File: config.mk
export PLATFORM = sky130hd
export DESIGN_NAME = msg_irq_collector
export DESIGN_NICKNAME = d
export VERILOG_FILES = /design/src/rtl/msgirq_pkg.sv /design/src/rtl/msgirq_rstsync.sv /design/src/rtl/msgirq_decode.sv /design/src/rtl/msgirq_bank.sv /design/src/rtl/msgirq_rdport.sv /design/src/rtl/msg_irq_collector.sv
export SDC_FILE = /design/constraint.sdc
export NUM_CORES = 1
export LEC_CHECK = 0
export BUFFER_PORTS_ARGS = -buffer_cell sky130_fd_sc_hd__buf_4
export CAP_MARGIN = 0
export CORE_MARGIN = 2
export CORE_UTILIZATION = 36
export CTS_CLUSTER_DIAMETER = 120
export CTS_CLUSTER_SIZE = 25
export DETAILED_ROUTE_END_ITERATION = 7
export GPL_ROUTABILITY_DRIVEN = 0
export PLACE_DENSITY = 0.58
export REMOVE_ABC_BUFFERS = 1
export SYNTH_ARGS = -nofsm -noshare
export SYNTH_HDL_FRONTEND = slang
export SYNTH_SLANG_ARGS = --single-unit
export TNS_END_PERCENT = 5
File: constraint.sdc
create_clock -name clk -period 10 [get_ports clk]
set_input_delay 1.5 -clock clk [delete_from_list [all_inputs] [get_ports clk]]
set_output_delay 1.5 -clock clk [all_outputs]
set_load 0.05 [all_outputs]
File: src/rtl/msgirq_pkg.sv
package msgirq_pkg;
  localparam int ALIGN_BITS  = 4;
  localparam int OFF_SUMMARY = 'h120;
  localparam int OFF_TRIGGER = 'h140;

  typedef enum logic [1:0] {
    RK_ZERO   = 2'd0,
    RK_STATUS = 2'd1,
    RK_SUMMARY = 2'd2,
    RK_ONES   = 2'd3
  } rd_kind_t;
endpackage

File: src/rtl/msgirq_rstsync.sv
module msgirq_rstsync (
  input  logic clk,
  input  logic rst_n,
  output logic rst_q_n
);
  logic stage_q;

  always_ff @(posedge clk or negedge rst_n) begin
    if (!rst_n) begin
      stage_q <= 1'b0;
      rst_q_n <= 1'b0;
    end else begin
      stage_q <= 1'b1;
      rst_q_n <= stage_q;
    end
  end
endmodule

File: src/rtl/msgirq_decode.sv
module msgirq_decode
  import msgirq_pkg::*;
#(
  parameter int ADDR_W    = 9,
  parameter int DATA_W    = 32,
  parameter int NUM_BANKS = 8
) (
  input  logic                       rd_en,
  input  logic [ADDR_W-1:0]          rd_addr,
  input  logic                       wr_en,
  input  logic [ADDR_W-1:0]          wr_addr,
  input  logic [DATA_W-1:0]          wr_data,
  output rd_kind_t                   rd_kind,
  output logic [$clog2(NUM_BANKS)-1:0] rd_bank,
  output logic [NUM_BANKS-1:0]       clr_hit,
  output logic [NUM_BANKS-1:0]       set_hit,
  output logic [DATA_W-1:0]          set_mask
);
  localparam int SEL_W   = $clog2(NUM_BANKS);
  localparam int IDX_W   = $clog2(DATA_W);
  localparam int SEL_LSB = DATA_W - SEL_W;
  localparam int IDX_LSB = SEL_LSB - IDX_W;
  localparam int SLOT_W  = ADDR_W - ALIGN_BITS;

  logic [SLOT_W-1:0] rd_slot;
  logic              rd_aligned;
  logic              trig_hit;
  logic [SEL_W-1:0]  wr_bank;
  logic [IDX_W-1:0]  wr_bit;

  assign rd_slot    = rd_addr[ADDR_W-1:ALIGN_BITS];
  assign rd_aligned = (rd_addr[ALIGN_BITS-1:0] == '0);
  assign rd_bank    = rd_slot[SEL_W-1:0];
  assign trig_hit   = wr_en && (wr_addr == ADDR_W'(OFF_TRIGGER));
  assign wr_bank    = wr_data[SEL_LSB +: SEL_W];
  assign wr_bit     = wr_data[IDX_LSB +: IDX_W];
  assign set_mask   = DATA_W'(1) << wr_bit;

  always_comb begin
    if (!rd_aligned)                          rd_kind = RK_ONES;
    else if (rd_slot < SLOT_W'(NUM_BANKS))    rd_kind = RK_STATUS;
    else if (rd_addr == ADDR_W'(OFF_SUMMARY)) rd_kind = RK_SUMMARY;
    else                                      rd_kind = RK_ZERO;
  end

  for (genvar b = 0; b < NUM_BANKS; b++) begin : g_hit
    assign clr_hit[b] = rd_en && (rd_kind == RK_STATUS) && (rd_bank == SEL_W'(b));
    assign set_hit[b] = trig_hit && (wr_bank == SEL_W'(b));
  end
endmodule

File: src/rtl/msgirq_bank.sv
module msgirq_bank #(
  parameter int DATA_W = 32
) (
  input  logic              clk,
  input  logic              rst_n,
  input  logic              set_en,
  input  logic [DATA_W-1:0] set_mask,
  input  logic              clr_en,
  output logic [DATA_W-1:0] bits_q,
  output logic              req
);
  logic [DATA_W-1:0] bits_d;
  logic              upd;

  assign upd = set_en | clr_en;

  always_comb begin
    bits_d = clr_en ? '0 : bits_q;
    if (set_en) bits_d = bits_d | set_mask;
  end

  always_ff @(posedge clk or negedge rst_n) begin
    if (!rst_n)   bits_q <= '0;
    else if (upd) bits_q <= bits_d;
  end

  assign req = |bits_q;
endmodule

File: src/rtl/msgirq_rdport.sv
module msgirq_rdport
  import msgirq_pkg::*;
#(
  parameter int DATA_W    = 32,
  parameter int NUM_BANKS = 8
) (
  input  logic                                clk,
  input  logic                                rst_n,
  input  logic                                rd_en,
  input  rd_kind_t                            rd_kind,
  input  logic [$clog2(NUM_BANKS)-1:0]        rd_bank,
  input  logic [NUM_BANKS-1:0][DATA_W-1:0]    bank_bits,
  input  logic [NUM_BANKS-1:0]                bank_req,
  output logic                                rd_valid,
  output logic [DATA_W-1:0]                   rd_data
);
  logic [DATA_W-1:0] data_d;

  always_comb begin
    unique case (rd_kind)
      RK_STATUS:  data_d = bank_bits[rd_bank];
      RK_SUMMARY: data_d = DATA_W'(bank_req);
      RK_ONES:    data_d = '1;
      default:    data_d = '0;
    endcase
  end

  always_ff @(posedge clk or negedge rst_n) begin
    if (!rst_n) rd_valid <= 1'b0;
    else        rd_valid <= rd_en;
  end

  always_ff @(posedge clk or negedge rst_n) begin
    if (!rst_n)     rd_data <= '0;
    else if (rd_en) rd_data <= data_d;
  end
endmodule

File: src/rtl/msg_irq_collector.sv
module msg_irq_collector
  import msgirq_pkg::*;
#(
  parameter int ADDR_W    = 9,
  parameter int DATA_W    = 32,
  parameter int NUM_BANKS = 8
) (
  input  logic                 clk,
  input  logic                 rst_n,
  input  logic                 rd_en,
  input  logic [ADDR_W-1:0]    rd_addr,
  output logic                 rd_valid,
  output logic [DATA_W-1:0]    rd_data,
  input  logic                 wr_en,
  input  logic [ADDR_W-1:0]    wr_addr,
  input  logic [DATA_W-1:0]    wr_data,
  output logic [NUM_BANKS-1:0] irq
);
  localparam int SEL_W = $clog2(NUM_BANKS);

  logic                             rst_q_n;
  rd_kind_t                         rd_kind;
  logic [SEL_W-1:0]                 rd_bank;
  logic [NUM_BANKS-1:0]             clr_hit;
  logic [NUM_BANKS-1:0]             set_hit;
  logic [DATA_W-1:0]                set_mask;
  logic [NUM_BANKS-1:0][DATA_W-1:0] bank_bits;

  msgirq_rstsync u_rst (
    .clk     (clk),
    .rst_n   (rst_n),
    .rst_q_n (rst_q_n)
  );

  msgirq_decode #(
    .ADDR_W    (ADDR_W),
    .DATA_W    (DATA_W),
    .NUM_BANKS (NUM_BANKS)
  ) u_dec (
    .rd_en    (rd_en),
    .rd_addr  (rd_addr),
    .wr_en    (wr_en),
    .wr_addr  (wr_addr),
    .wr_data  (wr_data),
    .rd_kind  (rd_kind),
    .rd_bank  (rd_bank),
    .clr_hit  (clr_hit),
    .set_hit  (set_hit),
    .set_mask (set_mask)
  );

  for (genvar b = 0; b < NUM_BANKS; b++) begin : g_bank
    msgirq_bank #(.DATA_W(DATA_W)) u_bank (
      .clk      (clk),
      .rst_n    (rst_q_n),
      .set_en   (set_hit[b]),
      .set_mask (set_mask),
      .clr_en   (clr_hit[b]),
      .bits_q   (bank_bits[b]),
      .req      (irq[b])
    );
  end

  msgirq_rdport #(
    .DATA_W    (DATA_W),
    .NUM_BANKS (NUM_BANKS)
  ) u_rd (
    .clk       (clk),
    .rst_n     (rst_q_n),
    .rd_en     (rd_en),
    .rd_kind   (rd_kind),
    .rd_bank   (rd_bank),
    .bank_bits (bank_bits),
    .bank_req  (irq),
    .rd_valid  (rd_valid),
    .rd_data   (rd_data)
  );
endmodule

==> reports/qor.csv <==
metric;value;unit
run_status;finished, final reports clean;
synthTopCellsByCount;dfrtp_1 (291), a22o_1 (199), nor2_1 (69);
hold_class;flop to asynchronous set/reset pin;
first_iter_violations;1008;
max_freq;238;MHz
cts_resized;0;
max-cap-violations;0;
required;8500;ps
synth_area_per_cell;13.2;µm²
wl_met3;2.67;mm
ant_nets;0;
tritoncts;built;
clk_latency;510;ps
yosys_warnings;0;
synth_top_area_share;54.8;%
finalSetupTns;0;ps
routed_via_density;6.36;
die_area;38500;µm²
antenna_found_initial;1;
worstPathArrival;2700;ps
clkSinkCount;291;
ctsHoldBuffers;0;
nets;1082;
cts_buffers;15;
cellPowerDensity;138;nW/µm²
overflow;0;
wire_per_inst;27.6;µm
die_height;196;µm
synth-seq-cells;291;
timing.rr.start;u_rst.rst_q_n$_DFF_PN0_;
antenna_cells;0;
highest_layer;met5;
met2_length;19.8;mm
post_synth_num_cell_types;42;
crit_path_start;g_bank[2].u_bank.bits_q[12]$_DFFE_PN0P_;
cp-start-kind;flop;
cts_max_path_buffers;3;
vdd_drop_max;0.0778;mV
cpMaxStageDelayCell;nor4_1;
num_vias;9513;
yosysMostFrequentCell;dfrtp_1;
synth_top_cell_by_area;dfrtp_1;
grt_pass1_wl;63.5;mm
cts_setup_buffers;0;
crit_chain;nor4_1 -> nand4_1 -> or2_2 -> buf_4;
cts_root_buffer;clkbuf_16;
wl_met1;18.0;mm
async_flop_share;100;%
p_leak;6.46;nW
floorplan.initialDensity;36.5;%
port_buffers;70;
ys_top_cells_by_area;dfrtp_1 (55%), a22o_1 (13%), mux4_2 (9.8%), nor4_1 (3.1%), mux2_2 (2.5%);
coreArea;36400;µm²
first_pass_iters;5;
setup_viol;0;
drt_wl_total;41.3;mm
area_growth;9.39;%
worst_pin_slew;1210;ps
crit_type;flop to output port;
grt_pass1_vias;9693;
finalHoldViolCount;0;
skew;17.4;ps
grt_usage;21.7;%
drc_errors;0;
post-route-min-period;4200;ps
slew_violations;0;
h-tree-depth;1;
syn_area;13300;µm²
synthCells;1008;
die_x;196;µm
synth_edf_count;0;
reg2reg_slack;7450;ps
ys_seq_area_share;54.8;%
clkTransAtPathRegs;100;ps
rsz0062_at_grt;false;
ys.flop_type;dfrtp_1;
timing.rr.end;g_bank[2].u_bank.bits_q[22]$_DFFE_PN0P_;
cpPeakStageDelay;790;ps
num_rows;70;
ios;95;
post-route-period-util;42.0;%
endpoint_kind;output port;
timing.hold.ws;325;ps
grt_max_degree;175;
max-slew-margin-rel;18.7;%
dp_hpwl;27.4;mm
critical_path_peak_fanout;3;
worstRegToRegCells;2;
drive_gt1_share;24.2;%
==> layer usage <==
| metal | track usage, % | up-vias |
|---|---|---|
| met5 | 0 | - |
| met4 | 4.88 | 2 |
| met3 | 3.25 | 51 |
| met2 | 35.0 | 351 |
| met1 | 31.0 | 5058 |
| li1 | - | 4051 |
==> placed cells by master (no fill, tap or decap), types with 2 or more instances in the layout <==
cell | Yosys | routed
a22o_2 | 25 | 25
nand3_1 | 5 | 5
nand4_1 | 17 | 17
nor3_1 | 11 | 11
o22ai_1 | 35 | 35
nor2b_1 | 2 | 2
buf_4 | 11 | 91
or2_2 | 12 | 12
nor2_1 | 69 | 68
nand2_1 | 12 | 11
inv_1 | 2 | 2
clkbuf_16 | 0 | 15
a22o_1 | 199 | 199
or3b_1 | 2 | 2
nor2_2 | 6 | 5
nand3b_1 | 5 | 5
dfrtp_1 | 291 | 290
o21ai_0 | 11 | 11
nand2b_1 | 4 | 4
o221ai_1 | 2 | 2
nor4_1 | 65 | 65
nor3_4 | 2 | 3
or3_1 | 8 | 8
mux2_2 | 29 | 29
o2bb2ai_1 | 28 | 28
mux2i_1 | 2 | 2
mux4_2 | 58 | 58
a2111o_1 | 6 | 6
nor2_4 | 0 | 2
==> area by class of cell <==
class                      instances  area (µm²)
fill                            3436       21900
sequential                       291        7290
multi-input combinational        626        5560
timing repair buffer              92         703
tap                              468         586
clock buffer                      16         379
clock inverter                     1        11.3
inverter                           2        7.51
==> how the worst max path moves through the flow <==
| stage | end | slack [ps] | cells past startpoint |
|---|---|---|---|
| 6_report | irq[2] | 5800 | 4 |
| 5_1_grt | irq[0] | 5740 | 4 |
| 3_3_place_gp | u_rd.rd_data[31]$_DFFE_PN0P_ | 5990 | 6 |
| 3_5_place_dp | u_rd.rd_data[25]$_DFFE_PN0P_ | 5990 | 6 |
| 4_1_cts | irq[0] | 5920 | 4 |
| 2_1_floorplan | g_bank[0].u_bank.bits_q[0]$_DFFE_PN0P_ | 1290 | 0 |
==> per-stage QoR <==
step	setup WS (ps)	area [µm²]	util [%]	instances	power (mW)
detailed placement	5990	14100	38.8	1479	1.36
floorplan	1290	12800	-	919	1.29
finish	5800	14500	39.9	1496	2.00
global placement	5990	14100	38.8	1479	1.36
global route	5740	14500	39.9	1496	2.08
CTS	5920	14500	39.9	1496	2.02
==> power breakdown <==
| group | total, mW | internal [mW] | switching [mW] | leakage, nW |
|---|---|---|---|---|
| registers | 1.19 | 1.18 | 0.00828 | 3.91 |
| clock network | 0.664 | 0.276 | 0.388 | 0.192 |
| logic | 0.144 | 0.0403 | 0.103 | 2.35 |
==> flip-flops by register name, summed over array words and instances (netlist names) <==
register,cells
u_rd.rd_valid,1
u_rst.stage_q,1
u_rd.rd_data,32
u_rst.rst_q_n,1
g_bank.u_bank.bits_q,256
==> kinds of logic after synthesis <==
group | count (synthesis) | synth area share (%)
compound gates | 308 | 19.6
flops | 291 | 54.8
simple gates | 228 | 9.59
buf+inv | 91 | 3.49
mux | 89 | 12.4
other cells | 1 | 0.0282
==> critical path: cells and delay by family, from the launching register on <==
kind	cells	cell delay [ps]
simple gates	3	1580
flops	1	420
buf+inv	1	200
Note: power is estimated with default switching activity, not from simulation.
